$ cat src/rtl/ptw_pkg.sv
// Shared types for the page table walker.
// Assumes: nothing beyond IEEE 1800-2017.
package ptw_pkg;

    typedef enum logic [2:0] {
        ST_IDLE,
        ST_READ_DIR,
        ST_READ_PTE,
        ST_DONE,
        ST_FAULT
    } walk_state_t;

    localparam logic LVL_DIR = 1'b0;
    localparam logic LVL_TBL = 1'b1;

endpackage

$ cat src/rtl/ptw_va_split.sv
// Splits a virtual address into directory index, table index and page offset.
// Assumes: DIR_W + TBL_W + OFF_W == VA_W, directory index on top.
module ptw_va_split #(
    parameter int VA_W  = 32,
    parameter int DIR_W = 10,
    parameter int TBL_W = 10,
    parameter int OFF_W = 12
) (
    input  logic [VA_W-1:0]  vaddr,
    output logic [DIR_W-1:0] dir_idx,
    output logic [TBL_W-1:0] tbl_idx,
    output logic [OFF_W-1:0] offset
);

    // Field extraction, purely combinational.
    assign dir_idx = vaddr[VA_W-1 -: DIR_W];
    assign tbl_idx = vaddr[OFF_W +: TBL_W];
    assign offset  = vaddr[OFF_W-1:0];

endmodule

$ cat src/rtl/ptw_entry_addr.sv
// Forms the byte address of a table entry from a frame number and an index.
// Assumes: tables are frame aligned and entries are 2**ENT_LG bytes wide.
module ptw_entry_addr #(
    parameter int PA_W   = 32,
    parameter int OFF_W  = 12,
    parameter int IDX_W  = 10,
    parameter int ENT_LG = 2
) (
    input  logic [PA_W-OFF_W-1:0] frame,
    input  logic [IDX_W-1:0]      idx,
    output logic [PA_W-1:0]       addr
);

    localparam logic [OFF_W-1:0] ZERO_OFF = '0;

    // Frame base plus scaled index.
    assign addr = {frame, ZERO_OFF} + (PA_W'(idx) << ENT_LG);

endmodule

$ cat src/rtl/ptw_walker.sv
// Two-level page table walker: one request at a time, two dependent
// entry reads, present-bit check at each level, fault or translation result.
// Assumes: entries are PA_W bits, frame in bits PA_W-1:OFF_W, present in bit 0;
// memory returns exactly one mem_rsp_valid pulse per accepted read.
module ptw_walker #(
    parameter int VA_W  = 32,
    parameter int PA_W  = 32,
    parameter int DIR_W = 10,
    parameter int TBL_W = 10
) (
    input  logic            clk,
    input  logic            rst_n,
    input  logic            base_wr,
    input  logic [PA_W-1:0] base_wdata,
    input  logic            req_valid,
    output logic            req_ready,
    input  logic [VA_W-1:0] req_vaddr,
    output logic            mem_rd_valid,
    input  logic            mem_rd_ready,
    output logic [PA_W-1:0] mem_rd_addr,
    input  logic            mem_rsp_valid,
    input  logic [PA_W-1:0] mem_rsp_data,
    output logic            rsp_valid,
    input  logic            rsp_ready,
    output logic            rsp_fault,
    output logic            rsp_fault_lvl,
    output logic [PA_W-1:0] rsp_paddr,
    output logic [VA_W-1:0] rsp_vaddr
);
    import ptw_pkg::*;

    localparam int OFF_W   = VA_W - DIR_W - TBL_W;
    localparam int FRAME_W = PA_W - OFF_W;
    localparam int IDX_W   = (DIR_W > TBL_W) ? DIR_W : TBL_W;
    localparam int PRES_B  = 0;

    walk_state_t        state_q;
    logic               issued_q;
    logic [PA_W-1:0]    base_q;
    logic [VA_W-1:0]    vaddr_q;
    logic [FRAME_W-1:0] dir_frame_q;
    logic [FRAME_W-1:0] tbl_frame_q;
    logic [PA_W-1:0]    paddr_q;
    logic               lvl_q;

    logic [DIR_W-1:0]   dir_idx;
    logic [TBL_W-1:0]   tbl_idx;
    logic [OFF_W-1:0]   pg_off;
    logic [FRAME_W-1:0] sel_frame;
    logic [IDX_W-1:0]   sel_idx;
    logic               in_read;
    logic               rd_fire;
    logic               rsp_in;
    logic               ent_present;

    ptw_va_split #(
        .VA_W(VA_W), .DIR_W(DIR_W), .TBL_W(TBL_W), .OFF_W(OFF_W)
    ) i_split (
        .vaddr(vaddr_q), .dir_idx(dir_idx), .tbl_idx(tbl_idx), .offset(pg_off)
    );

    // Select the frame and index for the level being read.
    always_comb begin
        if (state_q == ST_READ_PTE) begin
            sel_frame = tbl_frame_q;
            sel_idx   = IDX_W'(tbl_idx);
        end else begin
            sel_frame = dir_frame_q;
            sel_idx   = IDX_W'(dir_idx);
        end
    end

    ptw_entry_addr #(
        .PA_W(PA_W), .OFF_W(OFF_W), .IDX_W(IDX_W), .ENT_LG(2)
    ) i_eaddr (
        .frame(sel_frame), .idx(sel_idx), .addr(mem_rd_addr)
    );

    assign in_read      = (state_q == ST_READ_DIR) || (state_q == ST_READ_PTE);
    assign mem_rd_valid = in_read && !issued_q;
    assign rd_fire      = mem_rd_valid && mem_rd_ready;
    assign rsp_in       = in_read && issued_q && mem_rsp_valid;
    assign ent_present  = mem_rsp_data[PRES_B];

    assign req_ready     = (state_q == ST_IDLE);
    assign rsp_valid     = (state_q == ST_DONE) || (state_q == ST_FAULT);
    assign rsp_fault     = (state_q == ST_FAULT);
    assign rsp_fault_lvl = lvl_q;
    assign rsp_paddr     = paddr_q;
    assign rsp_vaddr     = vaddr_q;

    // Directory base register, reloadable at any time.
    always_ff @(posedge clk) begin
        if (!rst_n) base_q <= '0;
        else if (base_wr) base_q <= base_wdata;
    end

    // Walk sequencer: accept, read directory, read table, report.
    always_ff @(posedge clk) begin
        if (!rst_n) begin
            state_q     <= ST_IDLE;
            issued_q    <= 1'b0;
            vaddr_q     <= '0;
            dir_frame_q <= '0;
            tbl_frame_q <= '0;
            paddr_q     <= '0;
            lvl_q       <= LVL_DIR;
        end else begin
            if (rd_fire) issued_q <= 1'b1;
            unique case (state_q)
                ST_IDLE: begin
                    if (req_valid) begin
                        vaddr_q     <= req_vaddr;
                        dir_frame_q <= base_q[PA_W-1:OFF_W];
                        paddr_q     <= '0;
                        lvl_q       <= LVL_DIR;
                        issued_q    <= 1'b0;
                        state_q     <= ST_READ_DIR;
                    end
                end
                ST_READ_DIR: begin
                    if (rsp_in) begin
                        issued_q <= 1'b0;
                        if (ent_present) begin
                            tbl_frame_q <= mem_rsp_data[PA_W-1:OFF_W];
                            state_q     <= ST_READ_PTE;
                        end else begin
                            lvl_q   <= LVL_DIR;
                            state_q <= ST_FAULT;
                        end
                    end
                end
                ST_READ_PTE: begin
                    if (rsp_in) begin
                        issued_q <= 1'b0;
                        if (ent_present) begin
                            paddr_q <= {mem_rsp_data[PA_W-1:OFF_W], pg_off};
                            state_q <= ST_DONE;
                        end else begin
                            lvl_q   <= LVL_TBL;
                            state_q <= ST_FAULT;
                        end
                    end
                end
                ST_DONE, ST_FAULT: begin
                    if (rsp_ready) state_q <= ST_IDLE;
                end
                default: state_q <= ST_IDLE;
            endcase
        end
    end

    // no acceptance while a read or a result is outstanding.
    p_busy_blocks_req_r6: assert property (@(posedge clk) disable iff (!rst_n)
        (mem_rd_valid || rsp_valid) |-> !req_ready);

    // a stalled memory read keeps its request and address.
    p_rd_hold_r8: assert property (@(posedge clk) disable iff (!rst_n)
        (mem_rd_valid && !mem_rd_ready) |=> (mem_rd_valid && $stable(mem_rd_addr)));

    // a stalled response keeps its contents.
    p_rsp_hold_r9: assert property (@(posedge clk) disable iff (!rst_n)
        (rsp_valid && !rsp_ready) |=> (rsp_valid && $stable(rsp_fault)
            && $stable(rsp_paddr) && $stable(rsp_vaddr) && $stable(rsp_fault_lvl)));

    // a translation keeps the page offset of the request.
    p_offset_kept_r3: assert property (@(posedge clk) disable iff (!rst_n)
        (rsp_valid && !rsp_fault) |-> (rsp_paddr[OFF_W-1:0] == rsp_vaddr[OFF_W-1:0]));

    // the directory read is indexed by the top bits of the walked address.
    p_dir_index_r1: assert property (@(posedge clk) disable iff (!rst_n)
        (mem_rd_valid && state_q == ST_READ_DIR)
            |-> (mem_rd_addr[OFF_W-1:2] == rsp_vaddr[VA_W-1 -: DIR_W]));

endmodule

$ cat config.mk
export PLATFORM = sky130hd
export DESIGN_NAME = ptw_walker
export DESIGN_NICKNAME = d
export VERILOG_FILES = /design/src/rtl/ptw_pkg.sv /design/src/rtl/ptw_va_split.sv /design/src/rtl/ptw_entry_addr.sv /design/src/rtl/ptw_walker.sv
export SDC_FILE = /design/constraint.sdc
export NUM_CORES = 1
export LEC_CHECK = 0
export CORE_MARGIN = 2
export CORE_UTILIZATION = 35
export DETAILED_ROUTE_END_ITERATION = 16
export DONT_BUFFER_PORTS = 1
export GPL_TIMING_DRIVEN = 0
export PLACE_DENSITY = 0.51
export REMOVE_ABC_BUFFERS = 1
export SYNTH_ARGS = -nofsm -noshare
export SYNTH_HDL_FRONTEND = slang
export SYNTH_HIERARCHICAL = 1
export SYNTH_SLANG_ARGS = --single-unit
export TNS_END_PERCENT = 20
$ cat constraint.sdc
create_clock -name clk -period 2 [get_ports clk]
set_input_delay 0.2 -clock clk [delete_from_list [all_inputs] [get_ports clk]]
set_output_delay 0.2 -clock clk [all_outputs]
set_load 0.01 [all_outputs]
# Word level (Yosys, flattened, before mapping)
# Cells that the tools add are included.
dict set report totals {
  ff_bits 141
  inputBits 103
  out_inout_bits 101
  wordCells 60
}
dict set report op_classes {
  addsub 1
  eq_ne 11
  muxes 23
  reduce_logical 17
}
# cell n
set op_table {}
lappend op_table {{$mux W32} 3}
lappend op_table {{$pmux W32 S2} 1}
lappend op_table {{$add A32 B12 Y32} 1}
lappend op_table {{$mux W20} 1}
lappend op_table {{$mux W3} 6}
lappend op_table {{$ne A2 B2 Y1 const B} 7}
lappend op_table {{$pmux W3 S4} 1}
lappend op_table {{$mux W10} 1}
lappend op_table {{$mux W1} 8}
lappend op_table {{$reduce_and A4 Y1} 2}
lappend op_table {{$eq A3 B2 Y1 const B} 2}
lappend op_table {{$reduce_and A6 Y1} 1}
lappend op_table {{$logic_and A1 B1 Y1} 4}
lappend op_table {{$reduce_or A2 Y1} 2}
lappend op_table {{$eq A3 B1 Y1 const B} 1}
lappend op_table {{$eq A3 B3 Y1 const B} 1}
lappend op_table {{$logic_not A3 Y1} 1}
lappend op_table {{$pmux W1 S3} 1}
lappend op_table {{$reduce_and A3 Y1} 1}
lappend op_table {{$reduce_bool A3 Y1} 1}
lappend op_table {{$logic_or A1 B1 Y1} 2}
lappend op_table {{$pmux W1 S2} 1}
lappend op_table {{$reduce_and A2 Y1} 1}
lappend op_table {{$reduce_bool A2 Y1} 1}
lappend op_table {{$logic_not A1 Y1} 1}

# Logic depth before layout (Yosys ltp)
dict set report logic_depth {
  ltp_word 7
  depth_mapped 6
  ltp_nobuf 3
}

# Cells and area by module
# Netlist, hierarchy kept.
# module n_inst cells_each area_each_um2 seq_area_each_um2
set by_module_without_submodules {}
lappend by_module_without_submodules {ptw_walker 1 599 5326.4 2582.5}
lappend by_module_without_submodules {ptw_entry_addr 1 33 244.0 0.0}
lappend by_module_without_submodules {ptw_va_split 1 32 240.2 0.0}

# Worst setup path after synthesis
# No wires, ideal clock.
dict set report synth_path {
  path_type {reg-to-output}
  from {reg state_q[1]}
  to {out mem_rd_addr[13]}
  arrival_time_ps 1586
  required_ps 1800
  path_slack_ps 214
  stages_incl_launch_ff 7
  path_cell_list {dfxtp_1 buf_2 nor3b_1 buf_2 buf_4 mux2_1 buf_4}
}
dict set report synth_via {
  elab_chain_cells 3
  word_cells_on_any_way 4
  classes_between {add/sub (1); eq/ne (1); mux (2)}
}
# item line
set synth_rtl {}
lappend synth_rtl {{start: declaration} ptw_walker.sv:37} ;# walk_state_t state_q;
lappend synth_rtl {{start signal: assignment} ptw_walker.sv:101} ;# state_q <= ST_IDLE;
lappend synth_rtl {{start signal: assignment} ptw_walker.sv:118} ;# state_q <= ST_READ_DIR;
lappend synth_rtl {{start signal: assignment} ptw_walker.sv:126} ;# state_q <= ST_READ_PTE;
lappend synth_rtl {{$eq A3 B2 Y1} ptw_walker.sv:64} ;# if (state_q == ST_READ_PTE) begin
lappend synth_rtl {{$mux W20} ptw_walker.sv:64}
lappend synth_rtl {{net sel_frame[1]} ptw_walker.sv:49} ;# logic [FRAME_W-1:0] sel_frame;
lappend synth_rtl {{$add A32 B12 Y32} ptw_entry_addr.sv:17} ;# assign addr = {frame, ZERO_OFF} + (PA_W'(idx) << ENT_LG);
lappend synth_rtl {{end: declaration} ptw_walker.sv:20} ;# output logic [PA_W-1:0] mem_rd_addr,
# The timed path passes the listed nets, and every way through them passes these cells.

# Worst setup path in the final report
dict set report layout_path {
  from {reg state_q[2]}
  to {out mem_rd_addr[28]}
}
dict set report layout_via {
  elab_chain_cells 3
  word_cells_on_any_way 4
  classes_between {add/sub (1); eq/ne (1); mux (2)}
}
# item line
set layout_rtl {}
lappend layout_rtl {{$eq A3 B2 Y1 (*)} ptw_walker.sv:64}
lappend layout_rtl {{$mux W20 or $mux W10 (tied branches)} ptw_walker.sv:64}
lappend layout_rtl {{$add A32 B12 Y32 (*)} ptw_entry_addr.sv:17}
# Mark *: on every way between the ends. The rest lies on a longest branch, timed or not.

==> metrics.md <==
| Metric | Value |
|---|---|
| CTS tree | done |
| Initial Util | 35.42% |
| Share of cells above drive strength 1 | 13.09% |
| Largest net degree at the start of global routing | 94 |
| Yosys warnings | 6 |
| Final Skew | 0.006982 ns |
| Failing checks | setup timing |
| EDFF count, synth | 0 |
| Asr flop ratio synth | 0% |
| DRC | 0 |
| Top FF cell, synth | dfxtp_1 |
| Vias per std cell | 4.961 |
| Die ar. | 17,650 um^2 |
| Drt pass-1 iters | 4 |
| GP Congestion | 0.8107 |
| Dpl hpwl | 9021 um |
| Max H-tree Level | 4 |
| Crit. End Element | output port |
| Max Root-Sink Buffers | 2 |
| CP arrival | 1.81 ns |
| Post-synth cell types | 39 |
| Share of the synthesized area in the top cell type | 44.44% |
| Flop2flop setup slack | 0.15 ns |
| Main area contributors after synthesis | dfxtp_1, mux2i_1, nand2_1, buf_4, mux2_1 |
| Total GRT Usage | 17.89% |
| Nets | 816 |
| Status | complete, but fails checks |
| PnR worst setup slack | -0.007938 ns |
| Sink Count | 129 |
| Post-synth design cell area | 5811 um^2 |
| Final setup TNS | -0.009492 ns |
| Worst-margin pin slew | 0.6629 ns |
| Worst Hold Class | input port to register |
| Die Span Y | 132.8 um |
| Max Cap Violations | 0 |
| Finish-stage setup viols | 3 |
| Lkg Pwr | 2.894 nW |
| Routed wire length | 15,690 um |
| CP most frequent cell | buf_12 |
| Vias in the first global route | 4,799 |
| Fmax | 0.4980 GHz |
| Worst-Skew Late Latency | 0.41 ns |
| CP Launch Type | register |
| DR iter-0 viols | 228 |
| GR Overflow Total | 0 |
| FP Rows | 47 |
| DIE WIDTH | 132.8 um |
| Clock transition at path regs | 0.05 ns |
| CTS Buf Count | 17 |
| Power Total | 0.006511 W |
| Avg Cell Area, Syn | 8.751 um^2 |
| Max incr delay on CP | 0.37 ns |
| Post-synthesis sequential area ratio | 44.44% |
| WP data required | 1.80 ns |
| Final Hold Fails | 0 |
| Post-synthesis register bit count | 129 |
| DR vias | 4,693 |
| Final min period | 2.008 ns |
| PD cells | 864.6 nW/um^2 |
| I/O pins | 204 |
| CP cell instances | nor3b_4 -> buf_6 -> buf_12 -> buf_12 -> mux2_4 |
| Initial antenna violation count | 0 |
| Max_slew headroom | 55.74% |
| Cell taking the most area after synthesis | dfxtp_1 |
| Global-route wire length before repair | 24,780 um |
| WL per Instance | 16.58 um |
| Ant diodes | 0 |
| RSZ-0062 raised after global routing | true |
| Syn-to-layout area delta | 29.61% |
| Max-slew violations | 0 |
| Port bufs | 0 |
| Core Region | 16,410 um^2 |
| Root Buffer | clkbuf_16 |
| Gate Count Post-Synth | 664 |
| Crit Path Category | register to output port |
| CP max-delay cell | dfxtp_4 |
| ANT nets after route | 0 |
| CP max FO | 11 |
| Period Utilization, post-route | 100.4% |
| VDD IR-drop max | 0.5471 mV |
| Filler cell count | 1,519 |
-- per-stage QoR --
stage | area (um^2) | hold slack [ns] | setup slack [ns] | utilization (%) | cells
4_1_cts | 7516 | 0.01748 | -0.03650 | 45.81 | 945
3_3_place_gp | 5368 | 0.3376 | -6.574 | 32.72 | 772
5_1_grt | 7531 | 0.02011 | -0.08182 | 45.90 | 946
6_report | 7531 | 0.04192 | -0.007938 | 45.90 | 946
2_1_floorplan | 5092 | 0.3177 | -3.433 | - | 552
3_5_place_dp | 5557 | 0.3426 | -0.7436 | 33.87 | 785
-- layout make-up --
| cell class | count | area, um^2 | area share (%) |
|---|---|---|---|
| timing repair buffer | 142 | 1478 | 19.62 |
| clock inverter | 10 | 126.4 | 1.678 |
| clock buffer | 22 | 474.2 | 6.297 |
| multi-input combinational | 420 | 2572 | 34.16 |
| inverter | 3 | 11.26 | 0.1495 |
| sequential | 129 | 2594 | 34.44 |
| tap | 220 | 275.3 | 3.655 |
-- worst paths after layout --
kind | from | endpoint | cells after the start
worst max-delay path | state_q[2] | mem_rd_addr[28] | 5
worst min-delay path | rsp_ready | state_q[2] | 3
worst max register to register | state_q[2] | rsp_paddr[20] | 7
worst min register to register | dir_frame_q[9] | dir_frame_q[9] | 2
-- layer usage --
| metal | track usage [%] | share of wire (%) | routed length [um] | vias up |
|---|---|---|---|---|
| li1 | - | - | - | 2240 |
| met1 | 19.98 | 40 | 6344 | 2241 |
| met2 | 31.20 | 50 | 7891 | 183 |
| met3 | 5.632 | 6.7 | 1047 | 29 |
| met4 | 7.945 | 2.6 | 403 | 0 |
| met5 | 0 | 0 | 0 | - |
-- synthesized netlist by cell type, types with 2 or more instances --
library cell,count
dfxtp_1,129
nand3_1,34
clkbuf_1,21
nor2b_1,2
mux2i_1,72
o21ai_0,2
buf_2,19
a21oi_1,52
buf_1,3
buf_6,3
mux2_1,30
nor2_1,22
nor3b_1,2
buf_4,67
nand2_1,179
inv_1,3
nand2b_1,2
-- placed cells by master (no fill, tap or decap), drive strengths merged, types with 3 or more instances in the layout --
cell and n:
buf 35, clkinv 6, dfxtp 129, clkbuf 22, mux2 30, dlygate4sd3 107
mux2i 72, nand2 179, nand3 35, nor2 22, o21ai 3, inv 5
a21oi 52
-- kinds of logic after synthesis --
logic type,count (synthesis),share of synthesized area (%)
and+or+nand+nor,252,18.35
DFF,129,44.44
buffers and inverters,116,12.62
muxes,102,18.22
AOI/OAI and AO/OA,63,6.159
xor gates and xnor gates,1,0.1508
other,1,0.06454
-- flip-flops by register name, indices dropped and copies added, names as in the netlist --
signal	flops
rsp_vaddr	32
base_q	20
rsp_paddr	32
rsp_fault_lvl	1
state_q	3
tbl_frame_q	20
dir_frame_q	20
issued_q	1
-- power breakdown --
group	switching (W)	total (W)	internal, W
logic	0.000311	0.000649	0.000339
registers	0.0000817	0.00273	0.00265
clock network	0.00118	0.00313	0.00195
-- repair_timing --
action                                  CTS  global route
gates resized for setup                  44             6
hold buffers                            108             0
pin swaps                                 2             2
hold endpoints to repair                107             0
gates cloned                              0             0
buffers inserted                         20             1
endpoints found under the setup margin  124            53
-- critical path, delay by kind of cell, from the launching register on --
family | cells | cell delay [ns]
buf+inv | 3 | 0.45
flops | 1 | 0.37
mux | 1 | 0.34
simple gates | 1 | 0.24
Note: power is estimated with default switching activity, not from simulation.
